==> src/rtl/txdma_pkg.sv <==
package txdma_pkg;
    localparam int REG_W          = 32;
    localparam int MODE_HI        = 31;
    localparam int MODE_LO        = 30;
    localparam int CRED_EN_BIT    = 3;
    localparam int STAT_EMPTY_LSB = 24;
    localparam int STAT_NOPND_LSB = 16;
    localparam int ERR_ADDR_BIT   = 31;
    localparam int ERR_SHORT_BIT  = 30;
    localparam int ERR_OVR_LSB    = 9;
    localparam int ERR_CRED_LSB   = 0;

    typedef enum logic [1:0] {
        MODE_OFF       = 2'b00,
        MODE_PAUSE_EOF = 2'b01,
        MODE_RUN       = 2'b10,
        MODE_RSVD      = 2'b11
    } ch_mode_e;

    typedef enum logic [1:0] {
        CH_OFF   = 2'b00,
        CH_RUN   = 2'b01,
        CH_DRAIN = 2'b10,
        CH_HALT  = 2'b11
    } ch_state_e;
endpackage

==> src/rtl/txdma_chan_ctl.sv <==
module txdma_chan_ctl
    import txdma_pkg::*;
(
    input  logic             clk,
    input  logic             rst_n,
    input  logic             cfg_we,
    input  logic [REG_W-1:0] cfg_wdata,
    input  logic             idle,
    output logic [REG_W-1:0] cfg_rd,
    output logic             fetch_en,
    output logic             move_en,
    output logic             dreq_en
);
    ch_mode_e  mode_q;
    logic      cred_q;
    ch_state_e state_q, state_d;

    // configuration register
    always_ff @(posedge clk) begin
        if (!rst_n) begin
            mode_q <= MODE_OFF;
            cred_q <= 1'b0;
        end else if (cfg_we) begin
            mode_q <= ch_mode_e'(cfg_wdata[MODE_HI:MODE_LO]);
            cred_q <= cfg_wdata[CRED_EN_BIT];
        end
    end

    always_comb begin
        cfg_rd = '0;
        cfg_rd[MODE_HI:MODE_LO] = mode_q;
        cfg_rd[CRED_EN_BIT]     = cred_q;
    end

    // next-state logic
    always_comb begin
        state_d = CH_OFF;
        unique case (mode_q)
            MODE_RUN: state_d = CH_RUN;
            MODE_PAUSE_EOF: begin
                unique case (state_q)
                    CH_RUN, CH_DRAIN: state_d = idle ? CH_HALT : CH_DRAIN;
                    CH_OFF, CH_HALT:  state_d = CH_HALT;
                endcase
            end
            MODE_OFF, MODE_RSVD: state_d = CH_OFF;
        endcase
    end

    // state register
    always_ff @(posedge clk) begin
        if (!rst_n) state_q <= CH_OFF;
        else        state_q <= state_d;
    end

    // outputs
    always_comb begin
        fetch_en = 1'b0;
        move_en  = 1'b0;
        unique case (state_q)
            CH_RUN:   begin fetch_en = 1'b1; move_en = 1'b1; end
            CH_DRAIN: move_en = 1'b1;
            CH_OFF, CH_HALT: ;
        endcase
        dreq_en = move_en & cred_q;
    end
endmodule

==> src/rtl/txdma_err_latch.sv <==
module txdma_err_latch #(
    parameter int W = 32
) (
    input  logic         clk,
    input  logic         rst_n,
    input  logic [W-1:0] set_ev,
    input  logic         clr_we,
    input  logic [W-1:0] clr_mask,
    output logic [W-1:0] err_q
);
    logic [W-1:0] clr_eff;

    always_comb clr_eff = clr_we ? clr_mask : '0;

    // an event beats a clear of the same bit
    always_ff @(posedge clk) begin
        if (!rst_n) err_q <= '0;
        else        err_q <= (err_q & ~clr_eff) | set_ev;
    end
endmodule

==> src/rtl/txdma_ctl_status.sv <==
module txdma_ctl_status
    import txdma_pkg::*;
#(
    parameter int NCH        = 8,
    parameter int CW         = 8,
    parameter int ADDR_W     = 9,
    parameter int CFG_STRIDE = 32,
    parameter int STAT_OFFS  = 256,
    parameter int ERR_OFFS   = 260
) (
    input  logic              clk,
    input  logic              rst_n,
    input  logic              reg_wr,
    input  logic [ADDR_W-1:0] reg_addr,
    input  logic [REG_W-1:0]  reg_wdata,
    output logic [REG_W-1:0]  reg_rdata,
    input  logic [NCH-1:0]    buf_empty,
    input  logic [NCH-1:0]    no_pend,
    input  logic [NCH-1:0]    fifo_full,
    input  logic [NCH*CW-1:0] credit_cnt,
    input  logic [NCH-1:0]    act_cmd,
    input  logic [NCH-1:0]    trb_full,
    input  logic              addr_err_evt,
    input  logic              short_xfer_evt,
    output logic [NCH-1:0]    ch_fetch_en,
    output logic [NCH-1:0]    ch_move_en,
    output logic [NCH-1:0]    ch_dreq_en,
    output logic [NCH-1:0]    ch_idle
);
    localparam logic [ADDR_W-1:0] STAT_A = ADDR_W'(STAT_OFFS);
    localparam logic [ADDR_W-1:0] ERR_A  = ADDR_W'(ERR_OFFS);

    logic [REG_W-1:0] cfg_rd [NCH];
    logic [NCH-1:0]   cfg_we;
    logic [REG_W-1:0] err_ev;
    logic [REG_W-1:0] err_word;
    logic [REG_W-1:0] stat_word;

    assign ch_idle = buf_empty & no_pend;

    for (genvar c = 0; c < NCH; c++) begin : g_ch
        assign cfg_we[c] = reg_wr && (reg_addr == ADDR_W'(c * CFG_STRIDE));

        txdma_chan_ctl u_ch (
            .clk      (clk),
            .rst_n    (rst_n),
            .cfg_we   (cfg_we[c]),
            .cfg_wdata(reg_wdata),
            .idle     (ch_idle[c]),
            .cfg_rd   (cfg_rd[c]),
            .fetch_en (ch_fetch_en[c]),
            .move_en  (ch_move_en[c]),
            .dreq_en  (ch_dreq_en[c])
        );
    end

    // error events
    always_comb begin
        err_ev = '0;
        for (int c = 0; c < NCH; c++) begin
            err_ev[ERR_CRED_LSB + c] = fifo_full[c] && (credit_cnt[c*CW +: CW] != '0);
            err_ev[ERR_OVR_LSB + c]  = act_cmd[c] && trb_full[c];
        end
        err_ev[ERR_ADDR_BIT]  = addr_err_evt;
        err_ev[ERR_SHORT_BIT] = short_xfer_evt;
    end

    txdma_err_latch #(.W(REG_W)) u_err (
        .clk     (clk),
        .rst_n   (rst_n),
        .set_ev  (err_ev),
        .clr_we  (reg_wr && (reg_addr == ERR_A)),
        .clr_mask(reg_wdata),
        .err_q   (err_word)
    );

    always_comb begin
        stat_word = '0;
        stat_word[STAT_EMPTY_LSB +: NCH] = buf_empty;
        stat_word[STAT_NOPND_LSB +: NCH] = no_pend;
    end

    // read mux
    always_comb begin
        reg_rdata = '0;
        if (reg_addr == STAT_A) reg_rdata = stat_word;
        if (reg_addr == ERR_A)  reg_rdata = err_word;
        for (int c = 0; c < NCH; c++)
            if (reg_addr == ADDR_W'(c * CFG_STRIDE)) reg_rdata = cfg_rd[c];
    end
endmodule

==> config.mk <==
export PLATFORM = sky130hd
export DESIGN_NAME = txdma_ctl_status
export DESIGN_NICKNAME = d
export VERILOG_FILES = /design/src/rtl/txdma_pkg.sv /design/src/rtl/txdma_chan_ctl.sv /design/src/rtl/txdma_err_latch.sv /design/src/rtl/txdma_ctl_status.sv
export SDC_FILE = /design/constraint.sdc
export NUM_CORES = 1
export LEC_CHECK = 0
export ABC_CLOCK_PERIOD_IN_PS = 1700
export BUFFER_PORTS_ARGS = -buffer_cell sky130_fd_sc_hd__buf_2
export CAP_MARGIN = 30
export CORE_MARGIN = 8
export CORE_UTILIZATION = 46
export CTS_CLUSTER_SIZE = 30
export DETAILED_ROUTE_END_ITERATION = 16
export PLACE_DENSITY = 0.86
export SYNTH_ARGS = -nofsm -noshare
export SYNTH_HDL_FRONTEND = slang
export SYNTH_SLANG_ARGS = --single-unit
==> constraint.sdc <==
create_clock -name clk -period 1.7 [get_ports clk]
set_clock_uncertainty 0.2 [all_clocks]
set_input_delay 0.255 -clock clk [delete_from_list [all_inputs] [get_ports clk]]
set_output_delay 0.255 -clock clk [all_outputs]
set_load 0.05 [all_outputs]
* Word level (Yosys, flattened, before mapping) *
Cells that the tools add are included.

operators by class
  reduce and logical (&&, ||, !) cells = 74
  bitwise operators = 12
  multipliers = 0
  magnitude comparators = 0
  shift operators = 0
  mux-type cells = 51
  equality and inequality tests = 57
  divide/modulo/power cells = 0
  add/sub/neg operators = 0

operator list
  operator                                                         count
  32-bit 2-to-1 mux                                                11
  2-bit == test, second input constant                             32
  8-bit nonzero test                                               8
  2-bit case mux with 3 select lines                               8
  2-bit OR reduction                                               24
  9-bit by 8-bit == test with 1-bit output, second input constant  4
  32-bit AND                                                       1
  2-bit by 1-bit == test with 1-bit output, second input constant  16
  2-bit logical NOT                                                16
  32-bit inverter                                                  1
  32-bit OR                                                        1
  2-bit case mux with 2 select lines                               8
  1-bit logical AND                                                25
  1-bit 2-to-1 mux                                                 24
  9-bit by 7-bit == test with 1-bit output, second input constant  2
  9-bit == test, second input constant                             2
  9-bit by 6-bit == test with 1-bit output, second input constant  1
  9-bit logical NOT                                                1
  1-bit AND                                                        8
  8-bit AND                                                        1

word-level totals
  memories = 0
  bits in registers = 72
  bits in writable memories = 0
  memory bits (read-only) = 0
  output and inout bits = 64
  word-level logic and storage cells = 219
  bits in latches = 0

* Depth between registers and ports, before layout *
  depth in word-level cells = 11
  mapped depth = 6
  depth with buffers taken out = 5

* Modules after synthesis *
From an unflattened synthesis, not the netlist that was laid out.

second synthesis, totals
  cell total of the unflattened synthesis = 1,101
  area total of the unflattened synthesis = 8,281.7 um2

by module, submodules not included
  module            times used  area each (um2)  cells each
  txdma_chan_ctl    8           459.2            53
  txdma_ctl_status  1           3,457.1          543
  txdma_err_latch   1           1,151.1          134

* Worst setup path after synthesis *
OpenSTA, ideal clock, no wires.

  path type = input-to-output
  start = input reg_addr[5]
  end = output reg_rdata[3]
  setup slack = -0.747 ns
  stages = 6
  buffers on the path = 2
  arrival = 1.992 ns
  cell sequence = buf_2 > buf_2 > nand4b_1 > o31ai_1 > o21ai_0 > o21ai_0

on the way
  word-level cells in the longest chain between the ends = 10
  elaborated cells on any way between the ends = 18
  classes of those cells = 8 x eq/ne; 9 x mux; 1 x reduce/logical

RTL lines
  item                             line                    RTL
  start: declaration               txdma_ctl_status.sv:14  input logic [ADDR_W-1:0] reg_addr,
  9-bit == test                    txdma_ctl_status.sv:87  if (reg_addr == ERR_A) reg_rdata = err_word;
  32-bit 2-to-1 mux                txdma_ctl_status.sv:87
  32-bit 2-to-1 mux (7 in series)  txdma_ctl_status.sv:89  if (reg_addr == ADDR_W'(c * CFG_STRIDE)) reg_rdata = cfg_rd[c];
  32-bit 2-to-1 mux (*)            txdma_ctl_status.sv:89
  end: declaration                 txdma_ctl_status.sv:16  output logic [REG_W-1:0] reg_rdata,

Every way passes the cells marked *; elsewhere a longest branch is shown, timed or not.

* Final worst setup path *
  start = input reg_addr[5]
  end = output reg_rdata[4]

Same word-level chain as after synthesis.

==> reports/metrics.cfg <==
[status]
status = finished with violations
violations = setup timing

[layout]
stdcell_count = 865
layout_common_cells = 160 x buf_2, 62 x dfxtp_1, 55 x nand2_1, 45 x buf_4, 40 x inv_1
fin_area_sq_um = 6917
fillCellCount = 548
nets = 924
seq_area_sq_um = 1456
multiInputGateArea_sq_um = 2625
layout_commonest_cell = buf_2
final_util_pct = 79.31
area_growth_pct = 67.97
layout-drive-gt1-share_pct = 47.87

[power]
p_clk_share_pct = 33.7
p_int_mw = 2.615
p_seq_share_pct = 48.6
powerDensity_nw_per_um2 = 517.0
sw_frac_of_total_pct = 26.88
pwr-share-comb_pct = 17.7
power.total_mw = 3.576
switchingPower_mw = 0.9613
ir_drop_mv = 0.5491
p_leak_nw = 3.375

[floorplan]
die-area_sq_um = 12230
die_w_um = 110.6
core_area_sq_um = 8721
num_rows = 34
fp.dieH_um = 110.6
start_util_pct = 47.22
ios = 214

[placement]
port_buffers = 213
hpwl_um = 11900
place_inst = 807
place_worst_setup_slack_ns = -0.4457
gp_congestion = 0.8926
post_dp_cell_area_sq_um = 5484

[yosys]
synth-xor-area-share_pct = 0
syn_inst = 491
synth_cell_types = 42
synth-edff-count = 0
synth.mux.area_fraction_pct = 8.994
yosysWarnings = 0
synth_seq_area_share_pct = 35.00
synthAdderAreaFrac_pct = 7.293
synth-simple-area-share_pct = 19.81
synth_seq_cells = 72
synth_top_family_by_area = simple AND/OR/NAND/NOR gates
synth-compound-area-share_pct = 16.74
async_reset_ff_share_pct = 0
syn_nets = 665
avgSynthCellArea_sq_um = 8.386
synth_top_flop_cell = dfxtp_1
syn_area_sq_um = 4118

[critical_path]
cpMostUsedCell = buf_8
crit_path_cell_trace = buf_8 -> nor4b_4 -> buf_4 -> and3_4 -> buf_12 -> buf_8 -> and2_4 -> buf_8
crit_family = buffers and inverters
crit_required_ns = 1.24
cp_slowest_cell = nor4b_4
crit_path_max_incr_delay_ns = 0.31
path_class = input port to output pin
crit_arrival_ns = 1.68
cp-end-kind = output pin
path_max_fanout = 8
critPathBufInv = 5
startpoint_type = input port

[run]
drv_cap = 0

[sta]
tightest_slew_ns = 0.4676
grt_setup_unrepaired = true
slew_headroom_pct = 68.54
finalCriticalPeriod_ns = 2.136
setup_violations = 32
setup_ws_ns = -0.4357
fin_crit_sh_pct = 125.6
fmax_mhz = 468.2
fin_tns_setup_ns = -10.58
slew_violations = 0
hold_slack_ns = 0.04669
hold_violations = 0

[drt]
drtPass1Iterations = 5
drc = 0
drtAntennaViolNets = 0
viasPerCell = 5.595
wl_per_cell_um = 22.15
drt-initial-drc-count = 269
vias = 4840
drt_wl_total_um = 19160

[cts]
cts-root-buf = clkbuf_8
cts_sinks = 72
numCtsBuffers = 9
clock_path_buffers = 2
clk_pin_slew_worst_paths_ns = 0.07
cts_tree = done
htreeDepth = 3
worstSkewPairLatency_ns = 0.33

[global_routing]
grt_max_degree = 30
globalRouteOverflowTotal = 0
grt_pass1_vias = 5505
grt_usage_pct = 28.77
grt_antenna_before_repair = 5
grt_pass1_wl_um = 28310

[min_path]
min_path_type = input port to flop

==> worst register-to-register path, delay by kind of cell, from the launching register on <==
| kind | cells | cell delay, ns |
|---|---|---|
| compound gates | 2 | 0.25 |
| fa+ha+maj | 1 | 0.29 |
| buf+inv | 3 | 0.21 |
| flops | 1 | 0.33 |
==> cells in the mapped netlist, types with 8 or more instances <==
cell type  number  area [sq um]
o21a_1          8         60.06
a21oi_1        23         115.1
dfxtp_1        72          1441
nor2_1         18         67.56
buf_2          10         50.05
mux2i_1        37         370.4
nand2_1        58         217.7
nor2b_1        13         81.33
a21boi_1       16         120.1
o21ai_0        21         105.1
nor4_1         17         106.4
buf_4          33         247.7
a22o_1          9         78.83
ha_1           24         300.3
inv_1          43         161.4
clkbuf_1       10         37.54
and2_1         32         200.2
a21boi_0        8         60.06
==> metal layers <==
layer	routed length (um)	part of all wire (%)	GRT usage, %
met1	6106	32	25.71
met2	9688	51	51.83
met3	1550	8.1	7.955
met4	1812	9.5	25.95
met5	0	0	0
==> state kept, by name, indices dropped and copies added (netlist names) <==
signal,flops
g_ch.u_ch.state_q,16
u_err.err_q,32
g_ch.u_ch.cred_q,8
g_ch.u_ch.mode_q,16
==> cell type report <==
type | count | area share [%]
multi-input cells | 322 | 37.95
clock buffers | 12 | 2.243
clock inverters | 1 | 0.07236
inverters | 43 | 2.334
repair buffers | 302 | 34.21
flip-flops and latches | 72 | 21.06
diodes | 5 | 0.1809
well taps | 108 | 1.954
==> worst paths after layout <==
path                           from                 endpoint  slack, ns  cells past startpoint
min                    reg_wdata[2]           u_err.err_q[2]       0.05                      3
min reg2reg         u_err.err_q[24]          u_err.err_q[24]       0.26                      2
max reg2reg  g_ch[1].u_ch.mode_q[1]  g_ch[1].u_ch.state_q[0]       0.30                      6
max                     reg_addr[5]             reg_rdata[4]      -0.44                      8
==> cells by family after synthesis <==
kind of cell / Yosys count
AO/OA/AOI/OAI: 105
adder cells (fa/ha/maj): 24
buffers and inverters: 97
flip-flops: 72
multiplexers: 37
AND/OR/NAND/NOR: 156
==> power by group through the flow <==
stage / Clock [mW] / Sequential, mW / Combinational [mW]
global placement: 0 / 1.77 / 0.473
detailed placement: 0 / 1.77 / 0.488
CTS: 1.20 / 1.73 / 0.578
floorplan: 0 / 1.77 / 0.225
global route: 1.29 / 1.74 / 0.664
finish: 1.21 / 1.74 / 0.634
==> repair_timing <==
item | CTS | global route
setup endpoints to repair | 48 | 58
hold endpoints to repair | 24 | 0
hold buffers | 34 | 0
gates resized for setup | 168 | 51
cloned | 1 | 0
buffers inserted | 4 | 3
pin swaps | 23 | 4
Power figures use the tool's default switching activity.
